### config.mk
export PLATFORM = sky130hd
export DESIGN_NAME = ext_status_latch
export DESIGN_NICKNAME = d
export VERILOG_FILES = /design/src/rtl/esl_pkg.sv /design/src/rtl/esl_sync.sv /design/src/rtl/esl_src_qual.sv /design/src/rtl/esl_latch_core.sv /design/src/rtl/ext_status_latch.sv
export SDC_FILE = /design/constraint.sdc
export NUM_CORES = 1
export LEC_CHECK = 0
export BUFFER_PORTS_ARGS = -buffer_cell sky130_fd_sc_hd__buf_2
export CORE_MARGIN = 2
export CORE_UTILIZATION = 53
export DETAILED_ROUTE_END_ITERATION = 10
export GPL_ROUTABILITY_DRIVEN = 1
export PLACE_DENSITY = 0.76
export SYNTH_ARGS = -nofsm -noshare
export SYNTH_HDL_FRONTEND = slang
export SYNTH_HIERARCHICAL = 1
export SYNTH_SLANG_ARGS = --single-unit
### constraint.sdc
create_clock -name clk -period 2.5 [get_ports clk]
set_clock_uncertainty 0.2 [all_clocks]
set_input_delay 0.125 -clock clk [delete_from_list [all_inputs] [get_ports clk]]
set_output_delay 0.125 -clock clk [all_outputs]
set_load 0.01 [all_outputs]
### src/rtl/esl_pkg.sv
// Package: shared constants for the external status latch unit.
// Assumes six sources in a fixed bit order that the host decodes.
package esl_pkg;
    localparam int NSRC      = 6;
    localparam int BRK_IDX   = 0;
    localparam int UNDR_IDX  = 1;
    localparam int CTS_IDX   = 2;
    localparam int DCD_IDX   = 3;
    localparam int SYNC_IDX  = 4;
    localparam int ZC_IDX    = 5;
    localparam int SYNC_STAGES_DEF = 2;
    // sources that close only on a rising edge
    localparam logic [NSRC-1:0] RISE_ONLY_MASK = NSRC'((1 << UNDR_IDX) | (1 << ZC_IDX));
    // sources whose edge count parity decides reopening
    localparam logic [NSRC-1:0] PARITY_MASK    = NSRC'((1 << CTS_IDX) | (1 << DCD_IDX));
    // sources held in the snapshot when closed
    localparam logic [NSRC-1:0] LATCH_MASK     = ~NSRC'(1 << ZC_IDX);
endpackage

### src/rtl/esl_sync.sv
// Module: multi-stage synchronizer for a vector of asynchronous inputs.
// Assumes each bit is independent; no bus coherency is promised.
module esl_sync #(
    parameter int   W       = 1,
    parameter int   STAGES  = 2,
    parameter logic RST_VAL = 1'b0
) (
    input  logic         clk,
    input  logic         rst_n,
    input  logic [W-1:0] d,
    output logic [W-1:0] q
);
    localparam logic [W-1:0] RST_VEC = {W{RST_VAL}};

    logic [W-1:0] stg [STAGES];

    // shift the input through the synchronizer chain
    always_ff @(posedge clk) begin
        if (!rst_n) begin
            for (int s = 0; s < STAGES; s++) stg[s] <= RST_VEC;
        end else begin
            stg[0] <= d;
            for (int s = 1; s < STAGES; s++) stg[s] <= stg[s-1];
        end
    end

    assign q = stg[STAGES-1];
endmodule

### src/rtl/esl_src_qual.sv
// Module: derives effective live values and qualified closing events
// for each source. Assumes synchronized inputs and quasi-static modes.
module esl_src_qual
    import esl_pkg::*;
(
    input  logic            clk,
    input  logic            rst_n,
    input  logic [NSRC-1:0] syn,
    input  logic [NSRC-1:0] en,
    input  logic            async_mode,
    input  logic            xtal_en,
    output logic [NSRC-1:0] live,
    output logic [NSRC-1:0] chg,
    output logic [NSRC-1:0] qual
);
    logic            force_sync;
    logic [NSRC-1:0] live_q;
    logic [NSRC-1:0] rise;
    logic [NSRC-1:0] edge_sel;

    assign force_sync = async_mode & xtal_en;

    // apply per-source forcing rules to the synchronized inputs
    always_comb begin
        live           = syn;
        live[ZC_IDX]   = syn[ZC_IDX] & en[ZC_IDX];
        live[SYNC_IDX] = syn[SYNC_IDX] & ~force_sync;
    end

    // remember last cycle's live values for edge detection
    always_ff @(posedge clk) begin
        if (!rst_n) live_q <= '0;
        else        live_q <= live;
    end

    assign chg  = live ^ live_q;
    assign rise = live & ~live_q;

    // pick the closing edge rule per source
    always_comb begin
        edge_sel = (chg & ~RISE_ONLY_MASK) | (rise & RISE_ONLY_MASK);
        edge_sel[SYNC_IDX] = edge_sel[SYNC_IDX] & ~force_sync;
        qual = edge_sel & en;
    end
endmodule

### src/rtl/esl_latch_core.sv
// Module: latch state machine. Holds the closed flag, the snapshot and
// the per-input edge parity, and forms the host-visible status view.
// Assumes rst_cmd is a single-cycle synchronous pulse.
module esl_latch_core
    import esl_pkg::*;
(
    input  logic            clk,
    input  logic            rst_n,
    input  logic            rst_cmd,
    input  logic [NSRC-1:0] en,
    input  logic [NSRC-1:0] live,
    input  logic [NSRC-1:0] chg,
    input  logic [NSRC-1:0] qual,
    output logic [NSRC-1:0] view,
    output logic            closed
);
    logic [NSRC-1:0] snap;
    logic [NSRC-1:0] par;
    logic            close_evt;
    logic            keep_closed;

    assign close_evt   = |qual;
    assign keep_closed = closed & (|(par & en & PARITY_MASK));

    // update closed flag, snapshot and edge parity
    always_ff @(posedge clk) begin
        if (!rst_n) begin
            closed <= 1'b0;
            snap   <= '0;
            par    <= '0;
        end else if (rst_cmd) begin
            par    <= '0;
            snap   <= live;
            closed <= keep_closed | close_evt;
        end else if (!closed) begin
            snap   <= live;
            closed <= close_evt;
        end else begin
            par <= par ^ (chg & PARITY_MASK);
            if (qual[BRK_IDX]) snap[BRK_IDX] <= live[BRK_IDX];
        end
    end

    // per-bit select between held snapshot and live value
    for (genvar i = 0; i < NSRC; i++) begin : g_view
        assign view[i] = (closed && en[i] && LATCH_MASK[i]) ? snap[i] : live[i];
    end


    no_spurious_close_chk: assert property (@(posedge clk) disable iff (!rst_n)
        (!closed && !rst_cmd && !close_evt) |=> !closed);


    brk_refresh_chk: assert property (@(posedge clk) disable iff (!rst_n)
        (closed && !rst_cmd && qual[BRK_IDX]) |=> (closed && snap[BRK_IDX] == $past(live[BRK_IDX])));


    odd_keep_chk: assert property (@(posedge clk) disable iff (!rst_n)
        (rst_cmd && closed && ((par & en & PARITY_MASK) != '0)) |=> closed);


    reopen_chk: assert property (@(posedge clk) disable iff (!rst_n)
        (rst_cmd && ((par & en & PARITY_MASK) == '0) && !close_evt) |=> !closed);
endmodule

### src/rtl/ext_status_latch.sv
// Module: top of the external status latch unit. Synchronizes the raw
// conditions and read strobe, and freezes the status word during reads.
// Assumes src_en, master_en and mode bits are written synchronously.
module ext_status_latch
    import esl_pkg::*;
#(
    parameter int SYNC_STAGES = SYNC_STAGES_DEF
) (
    input  logic            clk,
    input  logic            rst_n,
    input  logic [NSRC-1:0] src_raw,
    input  logic [NSRC-1:0] src_en,
    input  logic            master_en,
    input  logic            async_mode,
    input  logic            xtal_en,
    input  logic            rd_n,
    input  logic            rst_cmd,
    output logic [NSRC-1:0] status,
    output logic            irq_pend
);
    logic [NSRC-1:0] syn;
    logic            rd_s;
    logic            rd_low;
    logic [NSRC-1:0] live;
    logic [NSRC-1:0] chg;
    logic [NSRC-1:0] qual;
    logic [NSRC-1:0] view;
    logic            closed;
    logic [NSRC-1:0] stat_q;

    esl_sync #(.W(NSRC), .STAGES(SYNC_STAGES), .RST_VAL(1'b0)) u_src_sync (
        .clk(clk), .rst_n(rst_n), .d(src_raw), .q(syn)
    );

    esl_sync #(.W(1), .STAGES(SYNC_STAGES), .RST_VAL(1'b1)) u_rd_sync (
        .clk(clk), .rst_n(rst_n), .d(rd_n), .q(rd_s)
    );

    esl_src_qual u_qual (
        .clk(clk), .rst_n(rst_n), .syn(syn), .en(src_en),
        .async_mode(async_mode), .xtal_en(xtal_en),
        .live(live), .chg(chg), .qual(qual)
    );

    esl_latch_core u_core (
        .clk(clk), .rst_n(rst_n), .rst_cmd(rst_cmd), .en(src_en),
        .live(live), .chg(chg), .qual(qual), .view(view), .closed(closed)
    );

    assign rd_low = ~rd_s;

    // refresh the host status word except while a read is active
    always_ff @(posedge clk) begin
        if (!rst_n)      stat_q <= '0;
        else if (!rd_low) stat_q <= view;
    end

    assign status   = stat_q;
    assign irq_pend = closed & master_en;


    read_freeze_chk: assert property (@(posedge clk) disable iff (!rst_n)
        rd_low |=> $stable(status));


    irq_gate_chk: assert property (@(posedge clk) disable iff (!rst_n)
        (irq_pend && !rst_cmd) |=> (irq_pend || !master_en));
endmodule

### After elaboration in Yosys (flattened, before gate mapping)

Memories as Yosys holds them, arrays and structs flattened.
Index checks and enable logic that the tools add are counted.

| cells by class | value |
|---|---|
| equality and inequality tests | 2 |
| multiplexer cells | 17 |
| bitwise operators | 20 |
| reduce and logical (&&, ||, !) cells | 8 |

Operator list:

| kind | count |
|---|---|
| 1-bit 2-to-1 mux | 13 |
| 6-bit AND | 2 |
| 6-bit 2-to-1 mux | 2 |
| 1-bit AND | 6 |
| 6-bit inverter | 1 |
| 5-bit by 6-bit bitwise OR with 6-bit output | 1 |
| 6-bit OR reduction | 1 |
| 6-bit by 4-bit XOR with 6-bit output | 1 |
| 1-bit logical AND | 5 |
| 5-bit 2-to-1 mux | 1 |
| 1-bit bitwise OR | 5 |
| 5-bit XOR | 1 |
| 4-bit AND | 1 |
| 4-bit 2-to-1 mux | 1 |
| 2-bit OR reduction | 2 |
| 3-bit != test (second input constant) | 1 |
| 2-bit != test (second input constant) | 1 |
| 1-bit inverter | 2 |

| word-level totals | value |
|---|---|
| register bits after elaboration | 24 |
| bits in writable memories | 14 |
| input bits | 19 |
| output and inout bits | 7 |
| logic and storage cells | 55 |
| memories | 2 |

Memories:

| memory | words | bits a word | rd ports | clocked after memory_dff | write ports | RTL line | text |
|---|---|---|---|---|---|---|---|
| u_src_sync.stg | 2 | 6 | 2 | 0 | 2 | esl_sync.sv:15 | `logic [W-1:0] stg [STAGES];` |
| u_rd_sync.stg | 2 | 1 | 2 | 0 | 2 | esl_sync.sv:15 |  |

### Logic depth before layout (Yosys ltp)

| logic depth | value |
|---|---|
| depth in word-level cells | 10 |
| mapped depth | 6 |
| gate-level depth less buffers | 5 |

### By module

The synthesis kept the hierarchy.

Modules (own cells, without submodules):

| module | times used | cells each | area each (um^2) | seq. area each (um^2) |
|---|---|---|---|---|
| esl_latch_core | 1 | 44 | 420.4 | 160.2 |
| esl_sync at u_src_sync | 1 | 31 | 381.6 | 240.2 |
| esl_src_qual | 1 | 36 | 339.1 | 120.1 |
| ext_status_latch | 1 | 20 | 235.2 | 120.1 |
| esl_sync at u_rd_sync | 1 | 4 | 52.6 | 40.0 |

### Worst setup path before layout

Ideal clock, no wire load.

| path | value |
|---|---|
| path kind | register to register |
| start | mem u_src_sync/stg[0][11] in the netlist's numbering |
| end | reg u_core.closed |
| library setup time | 125 ps |
| data arrival time | 1631 ps |
| data required time | 2175 ps |
| path slack | 544 ps |
| cell stages (with the launch flop) | 7 |
| path buffers | 1 |
| period minus slack after synthesis | 1956 ps |
| cell sequence | dfxtp_1 buf_4 and2_1 ha_1 and2_1 or4_1 o41a_1 |

RTL lines:

| what | RTL line | text |
|---|---|---|
| start: declaration | esl_sync.sv:15 |  |
| end signal: assignment | esl_latch_core.sv:34 | `closed <= keep_closed \| close_evt;` |
| end signal: assignment | esl_latch_core.sv:37 | `closed <= close_evt;` |
| end: declaration | esl_latch_core.sv:15 | `output logic closed` |

### Worst setup path in the final report

| path | value |
|---|---|
| start | in src_en[5] |
| end | reg u_core.closed |

| between the ends | value |
|---|---|
| word-level cells in the longest chain between the ends | 7 |
| elaborated cells between the ends (all ways) | 8 |
| those cells by class | 2 x mux; 5 x bitwise; 1 x reduce/logical |

Ends and longest elaborated chain:

| what | RTL line | text |
|---|---|---|
| start: declaration | ext_status_latch.sv:12 | `input logic [NSRC-1:0] src_en,` |
| 1-bit AND * | esl_src_qual.sv:26 | `live[ZC_IDX] = syn[ZC_IDX] & en[ZC_IDX];` |
| named net live[5] | ext_status_latch.sv:24 | `logic [NSRC-1:0] live;` |
| 6-bit AND * | esl_src_qual.sv:37 | `assign rise = live & ~live_q;` |
| 5-bit by 6-bit bitwise OR with 6-bit output * | esl_src_qual.sv:41 | `edge_sel = (chg & ~RISE_ONLY_MASK) \| (rise & RISE_ONLY_MASK);` |
| 6-bit AND * | esl_src_qual.sv:43 | `qual = edge_sel & en;` |
| named net qual[5] | ext_status_latch.sv:26 | `logic [NSRC-1:0] qual;` |
| 6-bit OR reduction * | esl_latch_core.sv:22 | `assign close_evt = \|qual;` |
| 1-bit 2-to-1 mux / 1-bit bitwise OR (equally long branches) | esl_latch_core.sv:35, esl_latch_core.sv:34 |  |
| 1-bit 2-to-1 mux * | esl_latch_core.sv:31 | `end else if (rst_cmd) begin` |

The timed path passes the listed nets; every way through them passes the cells marked *.
A chain may end at the register's enable or synchronous reset.

==> flow_summary.ini <==
[timing]
rsz0062_at_grt = no
drv_slew = 0
clock.fmax_ghz = 0.4790
slew_headroom_pct = 71.73
fin_crit_ns = 2.088
tightest_slew_ns = 0.4235
finalSetupViolations = 0
setup-tns-final_ns = 0
report.final.hold_viol_count = 0
finalCritPeriodShare_pct = 83.50
setup_slack_ns = 0.4124

[finish]
fill_cells = 205
finish.instance_area_mm2 = 0.001683
nNetsFinal = 185
layout-drive-gt1-share_pct = 27.88
area_growth_pct = 19.13
antenna_cells = 0
instances_no_fill = 195

[min_path]
hold_path_end = u_core/closed
min-delay-start = src_en[3]
holdCritPathClass = in2reg
whs_path_depth = 4

[worst_setup_path]
r2r_end = u_core/closed
r2r.worst_path.cells = 5
reg2reg_slack_ns = 0.59
arrival_ns = 2.10
end_kind = flop
cp_data_required_time_ns = 2.52
path_max_fanout = 3
worstSetupPathType = in2reg
crit_path_start_kind = input port
rr_startpoint = u_src_sync/stg[0][11]

[flow_run]
cap_violations = 0

[grt]
grt_max_degree = 34
grt_pass1_wl_um = 3746
grt_pass1_vias = 892
gr-usage-all-layers_pct = 16.06
globalRouteOverflowTotal = 0
antenna_found_initial = 0

[placement]
portBuffers = 25
place_area_mm2 = 0.001458
pre_cts_ws_ns = 0.5853
dp.cells = 172
dpl.hpwl_um = 1481
globalplace.congestion = 0.7072

[clocking]
holdBufCountCts = 15
cts.repair.resized = 0
postCtsSetupBuffers = 0
cts_buffers = 5
root_buffer = clkbuf_4
htree_levels = 2
cts_sinks = 34
cts_buffer_depth = 2
clkSlewWorstSetupHoldPaths_ns = 0.10
cts_tree = yes
insertion_delay_ns = 0.32

[route]
drt_pass1_iterations = 4
drc_errors = 0
vias = 913
drt.antenna.violating_nets = 0
wl_per_cell_um = 11.30
vias_per_cell = 4.682
drtIter0Drc = 6
wl_um = 2204

[synth]
mappedNetlistArea_mm2 = 0.001413
avgSynthCellArea_um2 = 10.70
yosys_warnings = 6
synth_nets = 153
synth_cells = 132

[die]
initial_core_util_pct = 56.51
placementRows = 18
ios = 26
core_area_mm2 = 0.002500
die-height_um = 55.63
fp.dieW_um = 55.63
dieArea_mm2 = 0.003094

[pwr]
power_leakage_nw = 0.7989
total_power_w = 0.001049
ir_drop_uv = 532.7
p_per_area_mw_per_mm2 = 623.1

[status]
status = finished, final reports clean
area by class of cell:
class	instances	area, µm²	area share [%]
Clock inverter	1	30.03	1.784
Sequential cell	34	680.7	40.45
Multi-Input combinational cell	81	606.8	36.06
Clock buffer	7	45.04	2.677
Tap cell	30	37.54	2.230
Timing Repair Buffer	40	275.3	16.36
Inverter	2	7.507	0.4461
registers in the layout, summed over array words and instances (netlist names):
register        flops
u_src_sync/stg     12
u_core/closed       1
u_qual/live_q       6
u_core/snap         5
u_rd_sync/stg       2
status              6
u_core/par          2
where the power goes:
part / internal [W] / switching, W
Clock: 0.000212 / 0.000166
Sequential: 0.000562 / 0.0000144
Combinational: 0.0000587 / 0.0000352
worst max-delay path by stage:
stage / cells past startpoint / startpoint / slack, ns / endpoint
3_3_place_gp: 5 / u_src_sync/stg[0][11] / 0.63 / u_core/closed
6_report: 7 / src_en[5] / 0.41 / u_core/closed
3_5_place_dp: 5 / u_src_sync/stg[0][11] / 0.59 / u_core/closed
4_1_cts: 7 / src_en[5] / 0.44 / u_core/closed
2_1_floorplan: 6 / u_src_sync/stg[0][11] / 0.54 / u_core/closed
5_1_grt: 7 / src_en[5] / 0.35 / u_core/closed
cells in the final DEF (no fill, tap or decap):
| cell | count |
|---|---|
| a21boi_0 | 1 |
| a21boi_1 | 1 |
| a21boi_4 | 1 |
| a22oi_1 | 1 |
| and2_1 | 15 |
| and2_2 | 9 |
| and3_1 | 2 |
| buf_2 | 25 |
| bufinv_16 | 1 |
| clkbuf_1 | 2 |
| clkbuf_4 | 5 |
| dfxtp_1 | 34 |
| dlygate4sd3_1 | 15 |
| ha_1 | 2 |
| inv_1 | 2 |
| mux2_2 | 5 |
| mux2i_1 | 10 |
| nand2_1 | 8 |
| nand2b_1 | 4 |
| nor2_1 | 2 |
| nor2b_1 | 10 |
| o21ai_0 | 1 |
| o41a_1 | 1 |
| or3b_1 | 1 |
| or4_1 | 1 |
| xor2_1 | 6 |
worst max-delay path, cell delays in order:
cell,delay [ns]
dlygate4sd3_1,0.53
buf_2,0.13
and2_1,0.17
ha_1,0.18
and2_1,0.14
or4_1,0.46
o41a_1,0.37
metal layers:
metal,part of all wire (%),up-vias,track usage (%)
met4,0.95,0,7.317
met3,5.3,2,7.209
li1,-,476,-
met1,45,411,16.89
met2,49,24,27.38
met5,0,-,0
metrics by stage:
stage / util, % / hold WS, ns
2_1_floorplan: - / -0.001960
3_3_place_gp: 58.31 / 0.1057
3_5_place_dp: 58.31 / 0.1099
4_1_cts: 67.32 / 0.04835
5_1_grt: 67.32 / 0.07812
6_report: 67.32 / 0.06743
Note: power is estimated with default switching activity, not from simulation.
